<file path="src/rtl/btn_cls_pkg.sv">
package btn_cls_pkg;

  typedef enum logic [1:0] {
    ST_IDLE   = 2'd0,
    ST_PRESS1 = 2'd1,
    ST_GAP    = 2'd2,
    ST_PRESS2 = 2'd3
  } clsState_t;

  // Strobes from control to the duration counter
  typedef struct packed {
    logic clrCnt;  // restart timing from zero
    logic runCnt;  // advance on tick
  } cntCtrl_t;

endpackage

</file>
<file path="src/rtl/btn_cls_datapath.sv">
module btn_cls_datapath
  import btn_cls_pkg::*;
#(
  parameter int CYCLES_PER_TICK = 50000,
  parameter int SAT             = 801,
  localparam int PRE_W = (CYCLES_PER_TICK > 1) ? $clog2(CYCLES_PER_TICK) : 1,
  localparam int CNT_W = $clog2(SAT + 1)
) (
  input  logic             clk,
  input  logic             rst,
  input  logic             btnN,
  input  cntCtrl_t         cntCtrl,
  output logic             pressed,
  output logic             tick,
  output logic [CNT_W-1:0] cnt
);

  localparam logic [PRE_W-1:0] PRE_LAST = PRE_W'(CYCLES_PER_TICK - 1);
  localparam logic [CNT_W-1:0] CNT_SAT  = CNT_W'(SAT);

  logic       syncA, syncB;
  logic [PRE_W-1:0] preCnt;

  // Two-flop synchronizer, idles released (high)
  always_ff @(posedge clk) begin
    if (rst) begin
      syncA <= 1'b1;
      syncB <= 1'b1;
    end else begin
      syncA <= btnN;
      syncB <= syncA;
    end
  end

  assign pressed = ~syncB;

  // Free-running prescaler
  always_ff @(posedge clk) begin
    if (rst || preCnt == PRE_LAST) preCnt <= '0;
    else                           preCnt <= preCnt + 1'b1;
  end

  assign tick = (preCnt == PRE_LAST);

  // Saturating duration counter
  always_ff @(posedge clk) begin
    if (rst || cntCtrl.clrCnt)                          cnt <= '0;
    else if (cntCtrl.runCnt && tick && cnt != CNT_SAT) cnt <= cnt + 1'b1;
  end

endmodule

</file>
<file path="src/rtl/btn_cls_control.sv">
module btn_cls_control
  import btn_cls_pkg::*;
#(
  parameter int T_LONG  = 800,
  parameter int T_SHORT = 300,
  parameter int T_GAP   = 400,
  parameter int CNT_W   = 10
) (
  input  logic             clk,
  input  logic             rst,
  input  logic             pressed,
  input  logic [CNT_W-1:0] cnt,
  output cntCtrl_t         cntCtrl,
  output logic             evSingle,
  output logic             evDouble,
  output logic             evLong
);

  localparam logic [CNT_W-1:0] LIM_LONG  = CNT_W'(T_LONG);
  localparam logic [CNT_W-1:0] LIM_SHORT = CNT_W'(T_SHORT);
  localparam logic [CNT_W-1:0] LIM_GAP   = CNT_W'(T_GAP);

  clsState_t state, stateNxt;
  logic singleNxt, doubleNxt, longNxt;

  always_comb begin
    stateNxt  = state;
    singleNxt = 1'b0;
    doubleNxt = 1'b0;
    longNxt   = 1'b0;
    unique case (state)
      ST_IDLE:   if (pressed) stateNxt = ST_PRESS1;
      ST_PRESS1: if (!pressed) begin
        if (cnt < LIM_SHORT) stateNxt = ST_GAP;
        else begin
          stateNxt = ST_IDLE;
          longNxt  = (cnt > LIM_LONG);
        end
      end
      ST_GAP: begin
        if (pressed && cnt < LIM_GAP) stateNxt = ST_PRESS2;
        else if (cnt >= LIM_GAP) begin
          stateNxt  = ST_IDLE;
          singleNxt = 1'b1;
        end
      end
      ST_PRESS2: if (!pressed) begin
        stateNxt  = ST_IDLE;
        doubleNxt = (cnt < LIM_SHORT);
      end
      default: stateNxt = ST_IDLE;
    endcase
  end

  assign cntCtrl.clrCnt = (stateNxt != state) || (state == ST_IDLE);
  assign cntCtrl.runCnt = (state != ST_IDLE);

  always_ff @(posedge clk) begin
    if (rst) begin
      state    <= ST_IDLE;
      evSingle <= 1'b0;
      evDouble <= 1'b0;
      evLong   <= 1'b0;
    end else begin
      state    <= stateNxt;
      evSingle <= singleNxt;
      evDouble <= doubleNxt;
      evLong   <= longNxt;
    end
  end

endmodule

</file>
<file path="src/rtl/btn_press_classifier.sv">
module btn_press_classifier
  import btn_cls_pkg::*;
#(
  parameter int CYCLES_PER_TICK = 50000,
  parameter int T_LONG          = 800,
  parameter int T_SHORT         = 300,
  parameter int T_GAP           = 400
) (
  input  logic clk,
  input  logic rst,
  input  logic btnN,
  output logic evSingle,
  output logic evDouble,
  output logic evLong
);

  localparam int T_MAX = (T_LONG > T_GAP) ? ((T_LONG > T_SHORT) ? T_LONG : T_SHORT)
                                          : ((T_GAP > T_SHORT) ? T_GAP : T_SHORT);
  localparam int SAT   = T_MAX + 1;
  localparam int CNT_W = $clog2(SAT + 1);

  cntCtrl_t         cntCtrl;
  logic             pressed;
  logic             tick;
  logic [CNT_W-1:0] cnt;

  btn_cls_datapath #(
    .CYCLES_PER_TICK(CYCLES_PER_TICK),
    .SAT            (SAT)
  ) u_dp (
    .clk    (clk),
    .rst    (rst),
    .btnN   (btnN),
    .cntCtrl(cntCtrl),
    .pressed(pressed),
    .tick   (tick),
    .cnt    (cnt)
  );

  btn_cls_control #(
    .T_LONG (T_LONG),
    .T_SHORT(T_SHORT),
    .T_GAP  (T_GAP),
    .CNT_W  (CNT_W)
  ) u_ctl (
    .clk     (clk),
    .rst     (rst),
    .pressed (pressed),
    .cnt     (cnt),
    .cntCtrl (cntCtrl),
    .evSingle(evSingle),
    .evDouble(evDouble),
    .evLong  (evLong)
  );

endmodule

</file>
<file path="config.mk">
export PLATFORM = sky130hd
export DESIGN_NAME = btn_press_classifier
export DESIGN_NICKNAME = d
export VERILOG_FILES = /design/src/rtl/btn_cls_pkg.sv /design/src/rtl/btn_cls_datapath.sv /design/src/rtl/btn_cls_control.sv /design/src/rtl/btn_press_classifier.sv
export SDC_FILE = /design/constraint.sdc
export NUM_CORES = 1
export LEC_CHECK = 0
export BUFFER_PORTS_ARGS = -buffer_cell sky130_fd_sc_hd__buf_2
export CORE_MARGIN = 1.5
export CORE_UTILIZATION = 40
export CTS_BUF_LIST = sky130_fd_sc_hd__clkbuf_8
export DETAILED_ROUTE_END_ITERATION = 10
export PLACE_DENSITY = 0.55
export SLEW_MARGIN = 20
export SYNTH_ARGS = -nofsm -noshare
export SYNTH_HDL_FRONTEND = slang
export SYNTH_SLANG_ARGS = --single-unit
</file>
<file path="constraint.sdc">
create_clock -name clk -period 2.2 [get_ports clk]
set_clock_uncertainty 0.15 [all_clocks]
set_input_delay 0.11 -clock clk [delete_from_list [all_inputs] [get_ports clk]]
set_output_delay 0.11 -clock clk [all_outputs]
set_load 0.01 [all_outputs]
</file>
; ---- Word-level counts from Yosys, hierarchy flattened
; Cells that the tools add are included.
[op_classes]
addsub = 2
order_cmp = 4
eq_ne = 6
n_mux = 8
bitwise = 4
n_reduce_logical = 11
[op_table]
columns = operator, n
row1 = "10-bit by 9-bit less-than comparator with 1-bit output, second input constant", 2
row2 = "16-bit by 1-bit adder with 16-bit output, second input constant", 1
row3 = "16-bit == test, second input constant", 1
row4 = 2-bit 2-to-1 mux, 6
row5 = "10-bit by 1-bit adder with 10-bit output, second input constant", 1
row6 = "10-bit by 9-bit greater-or-equal comparator with 1-bit output, second input constant", 1
row7 = "10-bit > comparator, second input constant", 1
row8 = "10-bit inequality test, second input constant", 1
row9 = 2-bit one-hot mux with 4 select lines, 1
row10 = 3-bit OR reduction, 2
row11 = "2-bit == test, second input constant", 2
row12 = 1-bit NOT, 4
row13 = 4-bit OR reduction, 1
row14 = 1-bit logical AND, 3
row15 = 1-bit logical OR, 3
row16 = "2-bit by 1-bit == test with 1-bit output, second input constant", 1
row17 = 2-bit zero test, 1
row18 = 2-bit inequality test, 1
row19 = 2-bit nonzero test, 1
row20 = 1-bit 2-to-1 mux, 1
[word_totals]
ff_bits = 33
output_inout_bits = 3

; ---- Logic depth before layout (Yosys ltp)
; Gate-level depths: netlist (run 1).
[logic_depth]
ltp_word = 7
ltp_mapped = 6

; ---- Hierarchy
; From an unflattened synthesis (run 1), not the netlist that was laid out.
[unflattened]
cells_unflattened = 179
hier_area_um2 = 1582.8
[modules_own_cells]
columns = mod, n_inst, cells_each, area_per_inst_um2, seq_area_each_um2
row1 = btn_cls_datapath, 1, 149, 1313.8, 560.5
row2 = btn_cls_control, 1, 30, 269.0, 100.1

; ---- Worst setup path before layout (run 1)
; No wires, ideal clock.
[synth_path]
path_kind = flip-flop to flip-flop
startpoint = register u_dp.cnt[6]
endpoint = register u_dp.cnt[0]
t_arrival_ns = 1.671
required_ns = 1.989
setup_slack_ns = 0.318
path_stages_with_launch = 6
path_buffers = 1
synth_period_minus_slack_ns = 1.882
cell_sequence = dfxtp_1 > buf_4 > o311a_4 > o32a_4 > or4_1 > nand2_1
[synth_via]
elab_chain_len = 7
[synth_lines]
columns = item, line
row1 = start: declaration, btn_cls_datapath.sv:15  ; output logic [CNT_W-1:0] cnt
row2 = start signal: assignment, btn_cls_datapath.sv:48  ; else if (cntCtrl.runCnt && tick && cnt != CNT_SAT) cnt <= cnt + 1'b1;
row3 = "10-bit by 9-bit greater-or-equal comparator with 1-bit output, or another cell as far along", btn_cls_control.sv:42  ; else if (cnt >= LIM_GAP) begin
row4 = "2-bit 2-to-1 mux, or another cell as far along", btn_cls_control.sv:42
row5 = 2-bit 2-to-1 mux (on tied branches), "btn_cls_control.sv:41, btn_cls_control.sv:33"
row6 = 2-bit one-hot mux with 4 select lines, btn_cls_control.sv:31  ; unique case (state)
row7 = 2-bit inequality test, btn_cls_control.sv:55  ; assign cntCtrl.clrCnt = (stateNxt != state) || (state == ST_IDLE);
row8 = 1-bit logical OR, btn_cls_control.sv:55
row9 = 1-bit logical OR, btn_cls_datapath.sv:47  ; if (rst || cntCtrl.clrCnt) cnt <= '0;
; Several ways; a longest one is shown, not always the timed one.
; A chain may end at the register's enable or synchronous reset.

; ---- Worst setup path in the final report (run 1)
[layout_path]
startpoint = input port rst
endpoint = register u_dp.cnt[3]
[layout_via]
elab_chain_len = 1
[layout_lines]
columns = item, line
row1 = start: declaration, btn_press_classifier.sv:10  ; input logic rst,
row2 = 1-bit logical OR, btn_cls_datapath.sv:47
; Every way passes these cells.

==> results by group, run 1 <==
Status
  • Outcome: completed

Power
  • Share of power burned in registers: 0.559
  • Clock Power Share: 0.412
  • Power density cells: between 600 and 700 mW/mm^2
  • Switching Share: 0.2110
  • Static Leak: 0.6135 nW
  • Gate power share: 0.030
  • Pint: ~0.86 mW
  • Peak VDD IR: around 330 uV
  • Psw: 0.2310 mW

STA
  • Final setup viols: 0
  • Period utilization: 0.9092
  • RSZ-0062 raised after global routing: false
  • Tmin final: about 2 ns
  • Final Max Tran Viols: 0
  • Max Clk Rate: 499.9 MHz
  • Worst hold slack: between 0.2 and 0.3 ns
  • Final setup margin: ~0.20 ns
  • TNS Setup: 0 ns
  • Actual slew at the worst max-slew pin: around 0.47 ns
  • Fin. Hold Viols: 0
  • Slew HR: 0.6879

CTS
  • CTS HTree Levels: 2
  • Reg clk slew, reported paths: approximately 0.060 ns
  • Count of clock tree sinks: 33
  • Post-CTS Setup Repair Bufs: 0
  • Total CTS buffers: 5
  • CTS tree: done
  • CTS root buffer: clkbuf_8
  • CTS max path bufs: 2
  • Clock latency at the later pin of the worst-skew pair: approximately 0.28 ns
  • Post-CTS Resized: 0

Placed design
  • Global placement routability congestion: about 0.81
  • Post-DP HPWL: approximately 2300 um
  • Placed inst area: 0.001713 sq mm
  • Port Buffers: 5
  • DP Cell Count: 230
  • Placement Setup Slack: roughly 0.25 ns

Detailed routing
  • DRT antenna net count: 0
  • Vias: 1353
  • WL per Instance: approximately 14 um
  • Drt drc: 0
  • DR iter-0 viols: 90
  • Total Wirelength: 3244 um
  • Routed vias/inst: 5.661
  • Drt pass-1 iters: 4

GRT
  • Initial antenna violation count: 0
  • Grt ovf: 0
  • Global-route wire length before repair: ~5500 um
  • Largest net degree at the start of global routing: 15
  • Gr usage total: 0.1652
  • Vias in the first global route: between 1000 and 1500

Critical path
  • Crit path required time: about 2.3 ns
  • CP Class: input pin to register
  • Worst Path Max Fanout: 13
  • Crit path launch type: input pin
  • Arrival time at the worst endpoint: ~2.1 ns
  • Crit path capture type: register

Floorplanning
  • Die area: between 0.004 and 0.005 sq mm
  • Io pins: 6
  • Placement Rows: 22
  • Initial Util: 0.4310
  • CORE AREA: about 0.0038 sq mm
  • Die W: about 67 um
  • Die Y: ~67 um

Layout
  • Layout cells sized above 1: 0.1414
  • Register area: 660.6 sq um
  • # diodes: 0
  • Most common cell after layout, fill and taps aside: dfxtp_1
  • Multi-input gate area: about 920 sq um
  • Post-Layout Cell Count: between 200 and 250
  • Area grow syn2layout: 11.93%
  • Design area: around 0.0018 sq mm
  • Most frequent cells in the layout: dfxtp_1, nand2_1, nor2_1
  • Fill cells: 345
  • Layout Nets: slightly below 200

Synthesis
  • Post-synth net total: 186
  • Mapped Cells: between 150 and 200
  • Warnings, synthesis: 0
  • Flops & latches, synth: 33
  • Syn Area/Cell: about 9 sq um
  • Unique masters post-synth: 44
  • Post-Syn Area: roughly 0.0016 sq mm
  • Register area share after synthesis: 0.4065

Min path
  • Worst hold path class: register to register

Run
  • Max Cap Viol: 0
cells in the mapped netlist (all sizes together):
| master | number | area share |
|---|---|---|
| inv | 5 | 0.012 |
| a31oi | 1 | 0.0039 |
| nand2 | 15 | 0.035 |
| o311a | 1 | 0.013 |
| and4bb | 1 | 0.0077 |
| a21oi | 7 | 0.022 |
| nor3 | 6 | 0.018 |
| o32ai | 1 | 0.010 |
| nand4 | 7 | 0.027 |
| o32a | 1 | 0.014 |
| or4b | 1 | 0.0062 |
| nor2 | 15 | 0.035 |
| ha | 4 | 0.031 |
| o21ai | 4 | 0.012 |
| and3 | 2 | 0.0077 |
| o211ai | 5 | 0.023 |
| nand3b | 1 | 0.0046 |
| dfxtp | 33 | 0.41 |
| nor4bb | 1 | 0.0062 |
| or3 | 6 | 0.024 |
| nor3b | 1 | 0.0046 |
| clkbuf | 4 | 0.0092 |
| nor4 | 3 | 0.015 |
| and4 | 2 | 0.012 |
| o31ai | 6 | 0.028 |
| xnor2 | 8 | 0.043 |
| o2111a | 1 | 0.0069 |
| a2111oi | 1 | 0.0054 |
| nand2b | 4 | 0.015 |
| a41oi | 1 | 0.0054 |
| xor2 | 2 | 0.011 |
| mux2i | 2 | 0.012 |
| nand4bb | 1 | 0.0069 |
| or4 | 8 | 0.037 |
| nor4b | 2 | 0.011 |
| nand3 | 8 | 0.025 |
| a41o | 1 | 0.0062 |
| and4b | 1 | 0.0062 |
| buf | 2 | 0.0077 |
| or2 | 4 | 0.015 |
power groups by stage:
stage	combinational, mW	clock [mW]	sequential, mW
detailed placement	0.0299	0	0.625
CTS	0.0329	0.462	0.611
floorplan	0.0224	0	0.623
finish	0.0324	0.450	0.612
global placement	0.0288	0	0.625
global route	0.0380	0.496	0.612
per-layer routing:
metal	vias to the layer above	wire length (um)	track usage
met2	17	1499	0.2550
li1	691	-	-
met3	6	92	0.04561
met4	0	33	0.07398
met5	-	0	0
met1	639	1619	0.2135
area by class of cell:
class,count,share of cell area
Multi-Input combinational cell,135,0.5048
Sequential cell,33,0.3631
Clock buffer,6,0.04539
Timing Repair Buffer,11,0.04127
Tap cell,48,0.03301
Inverter,5,0.01032
Clock inverter,1,0.002063
kinds of logic (layout without fill, tap and decap cells):
logic type      Yosys count  count (layout)  synth area share
xor+xnor                 10              10           0.05389
compound gates           30              30            0.1494
flops                    33              33            0.4065
mux                       2               2           0.01232
fa+ha+maj                 4               4           0.03079
simple gates             89              89            0.3187
buf+inv                  11              23           0.02848
path summary, 6_finish.rpt:
check             cells after the start                startpoint  slack [ns]                        to
hold reg to reg                       1     u_dp.syncA$_SDFF_PP1_        0.26     u_dp.syncB$_SDFF_PP1_
setup / recovery                      6                       rst        0.20  u_dp.cnt[3]$_SDFFE_PP0P_
setup reg to reg                      4  u_dp.cnt[4]$_SDFFE_PP0P_        0.23  u_dp.cnt[3]$_SDFFE_PP0P_
hold / removal                        1     u_dp.syncA$_SDFF_PP1_        0.26     u_dp.syncB$_SDFF_PP1_
timing repair:
item	CTS	global route
hold buffers	2	0
hold endpoints to repair	2	0
endpoints found under the setup margin	0	0
critical path: stages:
cell and delay, ns:
dlygate4sd3_1 0.53, buf_2 0.20, nand4bb_1 0.27, o32a_4 0.38, or4_1 0.50, nand2_1 0.08
metrics by stage:
| stage | utilization | total power [mW] |
|---|---|---|
| 6_report | 0.4824 | 1.094 |
| 5_1_grt | 0.4824 | 1.146 |
| 2_1_floorplan | - | 0.6458 |
| 3_3_place_gp | 0.4542 | 0.6535 |
| 3_5_place_dp | 0.4542 | 0.6548 |
| 4_1_cts | 0.4824 | 1.107 |
registers in the layout, indices dropped and copies added (netlist names):
signal	flops
u_ctl.evDouble	1
u_ctl.evLong	1
u_ctl.evSingle	1
u_ctl.state	2
u_dp.cnt	10
u_dp.preCnt	16
u_dp.syncA	1
u_dp.syncB	1
Power figures use the tool's default switching activity.
==> inputs of run 2 (changes only) <==
--- a/config.mk
+++ b/config.mk
@@ -5,13 +5,15 @@
 export SDC_FILE = /design/constraint.sdc
 export NUM_CORES = 1
 export LEC_CHECK = 0
-export BUFFER_PORTS_ARGS = -buffer_cell sky130_fd_sc_hd__buf_2
+export BUFFER_PORTS_ARGS = -buffer_cell sky130_fd_sc_hd__buf_4
 export CORE_MARGIN = 1.5
 export CORE_UTILIZATION = 40
 export CTS_BUF_LIST = sky130_fd_sc_hd__clkbuf_8
 export DETAILED_ROUTE_END_ITERATION = 10
+export HOLD_SLACK_MARGIN = 0.12
 export PLACE_DENSITY = 0.55
 export SLEW_MARGIN = 20
 export SYNTH_ARGS = -nofsm -noshare
 export SYNTH_HDL_FRONTEND = slang
+export SYNTH_HIERARCHICAL = 1
 export SYNTH_SLANG_ARGS = --single-unit
==> run 2 against run 1 <==
  * Setup slack better by 0.065 ns
  * Largest power group unchanged
  * Clock-buffer cell count unchanged
  * First-iteration DRC count shrank 13%
  * Maximum frequency rose by 3.4%
  * Global-route usage increased by 0.42 points
  * Critical path depth fell by 1
  * Total power hardly changed
  * Final cell count grew 1.3%
  * Core utilization rose by 0.65 points
  * Sequential power is essentially flat
  * Worst hold slack got worse by 0.0042 ns
==> results by group, run 2 <==
Layout
  • Area grow syn2layout: 15.06%
  • Most frequent cells in the layout: dfxtp_1, nor2_1, a21oi_1
  • Top reg by flops: u_dp/preCnt
  • Largest regs: u_dp/preCnt (16), u_dp/cnt (10), u_ctl/state (2)
  • Largest register FFs: 16 (unchanged)
  • Design area: 0.001817 sq mm (-0.14%)
  • Layout Nets: 200 (+1.0%)
  • Layout cells sized above 1: 0.1392 (-0.002186)
  • Most common cell after layout, fill and taps aside: dfxtp_1
  • # diodes: 0 (unchanged)

Critical path
  • Buffers and inverters on the worst path: 0 (-2)
  • CP Class: register to register
  • Delay of the slowest cell on the worst path: 0.53 ns (about the same)
  • Slowest stage cell, crit path: or4_1
  • Worst R2R Path Depth: 5 (+1)
  • Crit path capture type: register
  • Reg2Reg Capture Point: u_dp/cnt[9]$_SDFFE_PP0P_
  • CP delay by family, top: simple AND/OR/NAND/NOR gates
  • Setup slack, reg-to-reg: 0.26 ns (+0.03 ns)
  • Worst Path Max Fanout: 6 (-7)
  • Crit path launch type: register
  • Crit path cell chain: or2_2 -> and3_1 -> nand4_1 -> or4_1 -> a21oi_1
  • Arrival time at the worst endpoint: 2.00 ns (-0.08 ns)
  • Crit path required time: 2.27 ns (about the same)
  • Critical Path Stages: 5 (-1)
  • Crit Reg-Reg Startpoint: u_ctl/state[0]$_SDFF_PP0_

Floorplanning
  • Die area: 0.004334 sq mm (-2.7%)
  • Die W: 65.83 um (-1.4%)
  • Io pins: 6 (unchanged)
  • Die Y: 65.83 um (-1.4%)
  • CORE AREA: 0.003716 sq mm (-1.5%)
  • Placement Rows: 22 (unchanged)
  • Initial Util: 0.4249 (-0.006073)

Synthesis
  • Syn Area/Cell: 8.871 sq um (-2.3%)
  • Mapped Cells: 178 (-0.56%)
  • Post-synth net total: 184 (-1.1%)
  • Warnings, synthesis: 6 (+6)
  • Post-Syn Area: 0.001579 sq mm (-2.8%)

STA
  • Period utilization: 0.8796 (-0.02960)
  • TNS Setup: 0 ns (unchanged)
  • Slew HR: 0.6263 (-0.06157)
  • Actual slew at the worst max-slew pin: 0.5605 ns (+0.09235 ns)
  • Tmin final: 1.935 ns (-0.06512 ns)
  • Final setup viols: 0 (unchanged)
  • RSZ-0062 raised after global routing: false
  • Max Clk Rate: 516.8 MHz (+3.4%)
  • Final Max Tran Viols: 0 (unchanged)
  • Fin. Hold Viols: 0 (unchanged)

Power
  • Pwr Total: 1.095 mW (about the same)
  • Static Leak: 0.6267 nW (+2.2%)
  • Power density cells: 602.7 mW/mm^2 (+0.19%)
  • Peak VDD IR: 496.8 uV (+51%)

GRT
  • Largest net degree at the start of global routing: 20 (+5)
  • Met1 GRT Util: 0.1864 (-0.02710)
  • Met2 usage: 0.2967 (+0.04172)
  • Initial antenna violation count: 0 (unchanged)
  • Grt ovf: 0 (unchanged)
  • Gr usage total: 0.1694 (+0.004241)
  • Global-route wire length before repair: 5582 um (+1.3%)
  • Vias in the first global route: 1277 (+5.1%)
  • Met3 Usage GRT: 0.05111 (+0.005499)
  • Most used routing layer: met2

CTS
  • CTS root buffer: clkbuf_8
  • Reg clk slew, reported paths: 0.06 ns (about the same)
  • CTS max path bufs: 2 (unchanged)
  • CTS tree: done
  • Post-CTS Resized: 0 (unchanged)
  • CTS HTree Levels: 2 (unchanged)
  • Clock latency at the later pin of the worst-skew pair: 0.28 ns (about the same)
  • Total CTS buffers: 5 (unchanged)
  • Count of clock tree sinks: 33 (unchanged)

Detailed routing
  • Drt pass-1 iters: 4 (unchanged)
  • DR iter-0 viols: 78 (-13%)
  • Total Wirelength: 3289 um (+1.4%)
  • Drt drc: 0 (unchanged)
  • Routed vias/inst: 5.587 (-1.3%)
  • WL per Instance: 13.59 um (+0.13%)
  • DRT antenna net count: 0 (unchanged)
  • Vias: 1352 (-0.074%)

Min path
  • Worst hold path class: register to register
  • Hold EP: u_dp/syncB$_SDFF_PP1_
  • Worst Hold Path Cells: 1 (unchanged)
  • Hold Startpoint: u_dp/syncA$_SDFF_PP1_

Placed design
  • Placed inst area: 0.001700 sq mm (-0.73%)
  • Post-DP HPWL: 2295 um (-2.3%)
  • Port Buffers: 5 (unchanged)
  • Global placement routability congestion: 0.8331 (+3.0%)

Run
  • Max Cap Viol: 0 (unchanged)

Status
  • Outcome: completed
==> run 2: per-layer routing <==
layer | wire length, um | share of wire
met1 | 1478 | 0.45
met5 | 0 | 0
met3 | 77 | 0.023
met4 | 62 | 0.019
met2 | 1670 | 0.51
==> run 2: worst max path at each step <==
| stage | start | end | slack (ns) |
|---|---|---|---|
| floorplan | u_dp/preCnt[0]$_SDFF_PP0_ | u_dp/cnt[7]$_SDFFE_PP0P_ | 0.35 |
| global placement | u_dp/preCnt[0]$_SDFF_PP0_ | u_dp/cnt[7]$_SDFFE_PP0P_ | 0.34 |
| detailed placement | u_dp/preCnt[0]$_SDFF_PP0_ | u_dp/cnt[7]$_SDFFE_PP0P_ | 0.29 |
| CTS | u_dp/preCnt[0]$_SDFF_PP0_ | u_dp/cnt[7]$_SDFFE_PP0P_ | 0.28 |
| global route | u_dp/cnt[4]$_SDFFE_PP0P_ | u_dp/cnt[8]$_SDFFE_PP0P_ | 0.15 |
| finish | u_ctl/state[0]$_SDFF_PP0_ | u_dp/cnt[9]$_SDFFE_PP0P_ | 0.26 |
==> run 2: layout make-up <==
class,instances,area (sq um)
tap,48,60.06
inverter,8,30.03
timing repair buffer,14,112.6
sequential,33,660.6
clock buffer,6,82.58
clock inverter,1,3.754
fill,393,1899
multi-input combinational,132,867.1
==> run 2: metrics by stage <==
step	setup WS, ns	hold WS (ns)	utilization	cells
after floorplan	0.3454	0.03238	-	178
after global placement	0.3414	0.1446	0.4576	232
after detailed placement	0.2874	0.1475	0.4576	232
after CTS	0.2836	0.2596	0.4889	242
after global routing	0.1540	0.2861	0.4889	242
final	0.2649	0.2561	0.4889	242
==> run 2: where the power goes <==
group          leakage, nW  switching (mW)  total (mW)  internal (mW)
sequential           0.267         0.00648       0.612          0.605
clock               0.0485           0.205       0.448          0.243
combinational        0.311          0.0187      0.0352         0.0164
total                0.627           0.230        1.09          0.865
==> run 2: timing repair <==
item / CTS / global route
hold endpoints to repair: 8 / 0
hold buffers: 3 / 0
buffers inserted: 0 / 0
setup endpoints to repair: 0 / 0
==> inputs of run 3 (changes only) <==
--- a/config.mk
+++ b/config.mk
@@ -6,12 +6,15 @@
 export NUM_CORES = 1
 export LEC_CHECK = 0
 export BUFFER_PORTS_ARGS = -buffer_cell sky130_fd_sc_hd__buf_4
+export CAP_MARGIN = 5
+export CELL_PAD_IN_SITES_DETAIL_PLACEMENT = 1
+export CELL_PAD_IN_SITES_GLOBAL_PLACEMENT = 1
 export CORE_MARGIN = 1.5
 export CORE_UTILIZATION = 40
 export CTS_BUF_LIST = sky130_fd_sc_hd__clkbuf_8
 export DETAILED_ROUTE_END_ITERATION = 10
 export HOLD_SLACK_MARGIN = 0.12
-export PLACE_DENSITY = 0.55
+export PLACE_DENSITY = 0.67
 export SLEW_MARGIN = 20
 export SYNTH_ARGS = -nofsm -noshare
 export SYNTH_HDL_FRONTEND = slang
==> run 3 against run 2 <==
  * Sequential cell count did not move
  * Via count rose by 2.4%
  * Combinational power rose by 3%
  * Critical path type unchanged
  * Largest cell class unchanged
  * Routed wire length rose by 12%
  * Worst hold slack improved by 0.0059 ns
==> results by group, run 3 (synthesized netlist as in run 2, its figures left out) <==
Floorplanning
  • Die W: 65.83 um (unchanged)
  • Initial Util: 0.4249 (unchanged)
  • Die Y: 65.83 um (unchanged)
  • Die area: 0.004334 sq mm (unchanged)
  • Placement Rows: 22 (unchanged)
  • Io pins: 6 (unchanged)
  • CORE AREA: 0.003716 sq mm (unchanged)

Layout
  • Register area: 660.6 sq um (unchanged)
  • Layout cells sized above 1: 0.1443 (+0.005155)
  • Fill cells: 458 (+17%)
  • Top reg by flops: u_dp/preCnt
  • Largest regs: u_dp/preCnt (16), u_dp/cnt (10), u_ctl/state (2)
  • Most common cell after layout, fill and taps aside: dfxtp_1
  • Largest register FFs: 16 (unchanged)
  • Layout Nets: 199 (-0.50%)
  • Design area: 0.001809 sq mm (-0.41%)
  • Most frequent cells in the layout: dfxtp_1, nor2_1, a21oi_1
  • Post-Layout Cell Count: 242 (unchanged)
  • Multi-input gate area: 867.1 sq um (unchanged)
  • Area grow syn2layout: 14.58%
  • Utilization after layout: 0.4869 (-0.002020)
  • # diodes: 0 (unchanged)

CTS
  • CTS max path bufs: 2 (unchanged)
  • Post-CTS Setup Repair Bufs: 0 (unchanged)
  • CTS root buffer: clkbuf_8
  • Reg clk slew, reported paths: 0.07 ns (about the same)
  • CTS HTree Levels: 2 (unchanged)
  • CTS tree: done
  • Clock latency at the later pin of the worst-skew pair: 0.29 ns (about the same)
  • Total CTS buffers: 5 (unchanged)
  • Count of clock tree sinks: 33 (unchanged)

Critical path
  • Worst R2R Path Depth: 6 (+1)
  • Worst Path Max Fanout: 19 (+13)
  • Slowest stage cell, crit path: or4_1
  • Crit path required time: 2.27 ns (about the same)
  • Reg2Reg Capture Point: u_dp/cnt[7]$_SDFFE_PP0P_
  • CP Class: register to register
  • Arrival time at the worst endpoint: 2.10 ns (+0.10 ns)
  • Setup slack, reg-to-reg: 0.17 ns (-0.10 ns)
  • Crit path capture type: register
  • Crit Reg-Reg Startpoint: u_dp/preCnt[0]$_SDFF_PP0_
  • Crit path launch type: register
  • Delay of the slowest cell on the worst path: 0.51 ns (-0.02 ns)
  • Crit path cell chain: ha_1 -> and3_1 -> nand4_1 -> buf_4 -> or4_1 -> a21oi_1

Power
  • Pwr Total: 1.093 mW (-0.20%)
  • Peak VDD IR: 362.9 uV (-27%)
  • Static Leak: 0.6162 nW (-1.7%)
  • Power density cells: 604.0 mW/mm^2 (+0.22%)

STA
  • RSZ-0062 raised after global routing: false
  • Period utilization: 0.9242 (+0.04461)
  • Tmin final: 2.033 ns (+0.09813 ns)
  • Fin. Hold Viols: 0 (unchanged)
  • Slew HR: 0.7161 (+0.08977)
  • Final setup margin: 0.1668 ns (-0.09813 ns)
  • Worst hold slack: 0.2619 ns (+0.005867 ns)
  • Actual slew at the worst max-slew pin: 0.4220 ns (-0.1385 ns)
  • Max Clk Rate: 491.8 MHz (-4.8%)
  • Final setup viols: 0 (unchanged)
  • TNS Setup: 0 ns (unchanged)
  • Final Max Tran Viols: 0 (unchanged)

Detailed routing
  • Drt drc: 0 (unchanged)
  • WL per Instance: 15.19 um (+12%)
  • Total Wirelength: 3676 um (+12%)
  • Routed vias/inst: 5.719 (+2.4%)
  • Vias: 1384 (+2.4%)
  • Drt pass-1 iters: 4 (unchanged)
  • DR iter-0 viols: 45 (-42%)
  • DRT antenna net count: 0 (unchanged)

Placed design
  • Global placement routability congestion: 0.7784 (-6.6%)
  • Placement Setup Slack: 0.2026 ns (-0.08482 ns)
  • Placed inst area: 0.001693 sq mm (-0.44%)
  • Post-DP HPWL: 2607 um (+14%)
  • DP Cell Count: 231 (-0.43%)
  • Port Buffers: 5 (unchanged)

GRT
  • Largest net degree at the start of global routing: 20 (unchanged)
  • Vias in the first global route: 1416 (+11%)
  • Gr usage total: 0.1986 (+0.02920)
  • Global-route wire length before repair: 6637 um (+19%)
  • Initial antenna violation count: 0 (unchanged)
  • Grt ovf: 0 (unchanged)

Run
  • Max Cap Viol: 0 (unchanged)

Min path
  • Worst Hold Path Cells: 1 (unchanged)
  • Worst hold path class: register to register
  • Hold Startpoint: u_dp/syncA$_SDFF_PP1_
  • Hold EP: u_dp/syncB$_SDFF_PP1_

Status
  • Outcome: completed
==> run 3: cell count changes in the layout (fill, tap and decap cells not counted), sizes merged <==
cell,delta
buf,-1
clkbuf,-1
clkinv,+2
clkinvlp,+1
inv,-1
==> run 3: what timing repair did <==
action	CTS	global route
hold endpoints to repair	8	0
hold buffers	3	0
endpoints found under the setup margin	0	0
resized for setup	0	0
==> run 3: per-layer routing <==
| metal | GRT usage | wire [um] |
|---|---|---|
| met1 | 0.2309 | 1613 |
| met2 | 0.3573 | 1920 |
| met3 | 0.04600 | 90 |
| met4 | 0.06250 | 51 |
| met5 | 0 | 0 |
==> run 3: layout make-up <==
cell class	count	share of cell area
Clock buffer	5	0.03804
Clock inverter	3	0.009682
Inverter	8	0.01660
Multi-Input combinational cell	132	0.4793
Tap cell	48	0.03319
Timing Repair Buffer	13	0.05809
Sequential cell	33	0.3651
==> run 3: worst max-delay path by stage <==
stage / slack, ns / startpoint / end / cells after the start
finish: 0.17 / u_dp/preCnt[0]$_SDFF_PP0_ / u_dp/cnt[7]$_SDFFE_PP0P_ / 6
global placement: 0.26 / u_dp/preCnt[0]$_SDFF_PP0_ / u_dp/cnt[7]$_SDFFE_PP0P_ / 6
global route: 0.02 / u_dp/preCnt[0]$_SDFF_PP0_ / u_dp/cnt[9]$_SDFFE_PP0P_ / 6
detailed placement: 0.20 / u_dp/preCnt[0]$_SDFF_PP0_ / u_dp/cnt[9]$_SDFFE_PP0P_ / 6
floorplan: 0.35 / u_dp/preCnt[0]$_SDFF_PP0_ / u_dp/cnt[7]$_SDFFE_PP0P_ / 6
CTS: 0.18 / u_dp/preCnt[0]$_SDFF_PP0_ / u_dp/cnt[7]$_SDFFE_PP0P_ / 6
==> run 3: worst max-delay path, delay by kind of cell (launching register included) <==
kind | cells | cell delay, ns
simple gates | 3 | 0.84
compound gates | 1 | 0.15
fa+ha+maj | 1 | 0.25
buf+inv | 1 | 0.21
flops | 1 | 0.37
==> run 3: where the power goes <==
group / switching [mW] / leakage (nW) / internal (mW)
logic: 0.0194 / 0.305 / 0.0168
clock network: 0.227 / 0.0439 / 0.218
registers: 0.00696 / 0.267 / 0.605
total: 0.253 / 0.616 / 0.840
